<file path="src/rtl/byte_stage_buf.sv">
module byte_stage_buf #(
  parameter int DEPTH = 4,
  parameter int DW    = 8,
  localparam int CW   = $clog2(DEPTH + 1)
) (
  input  logic                clk,
  input  logic                rst_n,
  input  logic                flush,
  input  logic                push,
  input  logic [DW-1:0]       push_data,
  input  logic                pop,
  output logic [DW-1:0]       head_data,
  input  logic                eng_load,
  input  logic [CW-1:0]       eng_count,
  input  logic [DEPTH*DW-1:0] eng_bytes,
  output logic [CW-1:0]       fill,
  output logic                has_data,
  output logic                full
);

  logic [DW-1:0] mem [DEPTH];
  logic          empty;

  assign empty     = (fill == '0);
  assign head_data = empty ? {DW{1'b1}} : mem[0];

  always_ff @(posedge clk or negedge rst_n) begin
    if (!rst_n) begin
      for (int i = 0; i < DEPTH; i++) mem[i] <= '0;
      fill     <= '0;
      has_data <= 1'b0;
      full     <= 1'b0;
    end else if (flush) begin
      for (int i = 0; i < DEPTH; i++) mem[i] <= '0;
      fill     <= '0;
      has_data <= 1'b0;
      full     <= 1'b0;
    end else if (eng_load) begin
      for (int i = 0; i < DEPTH; i++)
        if (CW'(i) < eng_count) mem[i] <= eng_bytes[i*DW +: DW];
      fill <= eng_count;
      if (eng_count != '0)         has_data <= 1'b1;
      if (eng_count == CW'(DEPTH)) full     <= 1'b1;
    end else if (pop) begin
      if (!empty) begin
        for (int i = 0; i < DEPTH - 1; i++) mem[i] <= mem[i+1];
        mem[DEPTH-1] <= '0;
        fill <= fill - CW'(1);
        if (fill == CW'(DEPTH)) full     <= 1'b0;
        if (fill == CW'(1))     has_data <= 1'b0;
      end
    end else if (push && fill != CW'(DEPTH)) begin
      for (int i = 0; i < DEPTH; i++)
        if (CW'(i) == fill) mem[i] <= push_data;
      fill <= fill + CW'(1);
      if (empty)                  has_data <= 1'b1;
      if (fill == CW'(DEPTH - 1)) full     <= 1'b1;
    end
  end

endmodule

</file>
<file path="config.mk">
export PLATFORM = sky130hd
export DESIGN_NAME = byte_stage_buf
export DESIGN_NICKNAME = d
export VERILOG_FILES = /design/src/rtl/byte_stage_buf.sv
export SDC_FILE = /design/constraint.sdc
export NUM_CORES = 1
export LEC_CHECK = 0
export ABC_AREA = 1
export CAP_MARGIN = 20
export CORE_AREA = 2 2 92 94
export CTS_BUF_LIST = sky130_fd_sc_hd__clkbuf_2 sky130_fd_sc_hd__clkbuf_4 sky130_fd_sc_hd__clkbuf_8
export DETAILED_ROUTE_END_ITERATION = 8
export DIE_AREA = 0 0 94 96
export DONT_BUFFER_PORTS = 1
export SETUP_SLACK_MARGIN = 0.2
export SLEW_MARGIN = 20
export SYNTH_ARGS = -nofsm -noshare
export SYNTH_HDL_FRONTEND = slang
export SYNTH_SLANG_ARGS = --single-unit
</file>
<file path="constraint.sdc">
create_clock -name clk -period 2.53 [get_ports clk]
set_clock_uncertainty 0.05 [all_clocks]
set_input_delay 0.253 -clock clk [delete_from_list [all_inputs] [get_ports clk]]
set_output_delay 0.253 -clock clk [all_outputs]
set_load 0.005 [all_outputs]
</file>
==> flow_metrics.tcl <==
set metrics [dict create \
    status "finished clean" \
    ys_ff_latch 37 \
    tightest_slew_ns 0.424 \
    fmax_mhz 515 \
    yosys.area.top_type "dfrtp_1" \
    netlist_top_cells_area "dfrtp_1 (39%), nand2_1 (28%), nand3_1 (8.3%), o21ai_0 (3.4%), ha_1 (3.2%)" \
    cp_slowest_cell "dfrtp_1" \
    start_util_pct 29.2 \
    rows 33 \
    ys.warnings.count 0 \
    clock_power_share_pct 28.5 \
    p_leak_uw 0.00137 \
    whs_ns 0.0681 \
    setup_viol 0 \
    portBuffers 0 \
    die_h_um 96 \
    cts-root-buf "clkbuf_8" \
    post_cts.repair.setup_buffers 0 \
    viasPerCell 4.76 \
    synth_commonest_cells "nand2_1 (178), nand3_1 (39), dfrtp_1 (37), inv_1 (16), o21ai_0 (16)" \
    grt_pass1_wl_um 10800 \
    drt-initial-drc-count 105 \
    netlist_instances 353 \
    ys.flop_type "dfrtp_1" \
    p_int_uw 976 \
    finalCritPeriodShare_pct 76.7 \
    pwr-share-seq_pct 49.3 \
    async_flop_share_pct 100 \
    syn-num-nets 408 \
    min_path_type "in -> reg" \
    cts.sink_count 37 \
    area_growth_pct 9.15 \
    cp.required_ns 2.23 \
    io_pins 62 \
    insertedDiodeCount 0 \
    cp-end-kind "primary output" \
    cp_num_buf_inv 2 \
    netlist_area_sq_um 2350 \
    cpPeakStageDelay_ns 0.46 \
    slew_violations 0 \
    drc 0 \
    final_util_pct 31.9 \
    cts.htree.levels 2 \
    yosysUniqueCellTypes 26 \
    chipWidth_um 94 \
    place_congestion 0.822 \
    first_pass_iters 4 \
    dp_hpwl_um 5220 \
    dieArea_sq_um 9020 \
    core_sq_um 8050 \
    drtAntennaViolNets 0 \
    crit_fanout 9 \
    wl_per_cell_um 14.3 \
    worstSetupStartpointType "flop" \
    synth_seq_area_share_pct 39.4 \
    critPathKind "reg -> out" \
    path_delay_family "flip-flops" \
    drive_gt1_share_pct 8.76 \
    grt_pass1_vias 2114 \
    switching_share_pct 31.5 \
    clk_pin_slew_worst_paths_ns 0.07 \
    synth.most_common_cell "nand2_1" \
    fin_tns_setup_ns 0 \
    fin_crit_ns 1.94 \
    relSlewSlack_pct 71.7 \
    wirelength_um 6580 \
    synth_edf_count 0 \
    antenna_found_initial 0 \
    crit_chain "inv_1 -> ha_1 -> nand2_1 -> inv_1 -> or2_2" \
    synth_top_area_share_pct 39.4 \
    p_per_area_nw_per_um2 555 \
    cts_buffers 5 \
    overflow 0 \
    num_vias 2185 \
    p_switching_uw 449 \
    cts_tree "done" \
    grt_max_degree 38 \
    crit_top_cell "inv_1" \
    finalHoldViolCount 0 \
    rsz0062_at_grt "no" \
    nets 408 \
    cts_buffer_depth 2 \
    syn_area_per_cell_sq_um 6.66 \
    track_usage_pct 15.5 \
    ir_drop_mv 0.181 \
    insertion_delay_ns 0.28 \
    p_comb_share_pct 22.2 \
    arrival_ns 1.64 \
    drv_cap 0 \
    nFillCells 906 \
]
metrics by stage:
stage	cell area [sq um]	std cells	setup WS, ns	total power, uW
floorplan	2350	353	0.896	954
detailed placement	2450	449	0.609	1020
finish	2570	459	0.589	1430
global placement	2450	449	0.674	1010
global route	2570	459	0.361	1520
CTS	2570	459	0.567	1450
path summary, 6_finish.rpt:
path	startpoint	slack (ns)	endpoint	cells after the start
max in group asynchronous	rst_n	1.87	mem[1]$_DFFE_PN0P_	2
setup / recovery	fill[0]$_DFFE_PN0P_	0.59	head_data[0]	5
setup reg to reg	fill[0]$_DFFE_PN0P_	0.61	mem[10]$_DFFE_PN0P_	9
hold / removal	flush	0.07	mem[16]$_DFFE_PN0P_	3
hold reg to reg	mem[11]$_DFFE_PN0P_	0.42	mem[11]$_DFFE_PN0P_	2
min in group asynchronous	rst_n	0.36	mem[29]$_DFFE_PN0P_	2
cells in the final DEF, fill, tap and decap left out, drive strengths merged:
cell	n
dfrtp	37
o21ai	22
nor3	1
clkbuf	6
nand3b	1
a31oi	2
xnor2	1
clkinv	2
nand2	179
a21oi	4
o211ai	3
xor2	1
inv	18
buf	5
ha	6
a22oi	1
or2	8
dlygate4sd3	1
nand3	39
nor2	17
cell type report:
cell class / count / area [sq um] / share of cell area, %
timing repair buffer: 6 / 60.1 / 2.34
inverter: 18 / 67.6 / 2.63
sequential: 37 / 926 / 36.1
multi-input combinational: 285 / 1290 / 50.5
tap: 105 / 131 / 5.12
clock inverter: 2 / 10.0 / 0.390
clock buffer: 6 / 76.3 / 2.97
worst register-to-register path, cell delays in order, from the launching register on:
cell	delay, ns
dfrtp_1	0.46
inv_1	0.12
ha_1	0.23
nand2_1	0.11
inv_1	0.13
nand2_1	0.14
nand2_4	0.16
nor2_2	0.31
nand2_1	0.09
nand2_1	0.08
layer usage:
metal | wire, um | global-route usage [%] | up-vias
met4 | 50 | 3.99 | 0
met1 | 3040 | 21.3 | 997
met3 | 425 | 3.29 | 5
met2 | 3070 | 25.1 | 64
met5 | 0 | 0 | -
li1 | - | - | 1119
power groups by stage:
stage	Combinational, uW	Clock (uW)	Sequential [uW]
3_3_place_gp	301	0	713
3_5_place_dp	306	0	714
6_report	317	406	703
5_1_grt	371	441	712
4_1_cts	324	419	703
2_1_floorplan	253	0	702
kinds of logic after synthesis:
| family | after synthesis | share of synthesized area (%) |
|---|---|---|
| AO/OA/AOI/OAI | 32 | 7.50 |
| XOR/XNOR | 2 | 0.745 |
| buffers and inverters | 31 | 5.54 |
| flip-flops | 37 | 39.4 |
| AND/OR/NAND/NOR | 245 | 43.6 |
| adder cells (fa/ha/maj) | 6 | 3.19 |
timing repair:
action / CTS / global route
hold endpoints to repair: 37 / 0
resized for setup: 0 / 0
hold buffers: 2 / 0
flip-flops by register name, summed over array words and instances, names as in the netlist:
signal / count
fill: 3
full: 1
mem: 32
has_data: 1
(Power assumes the default switching activity.)
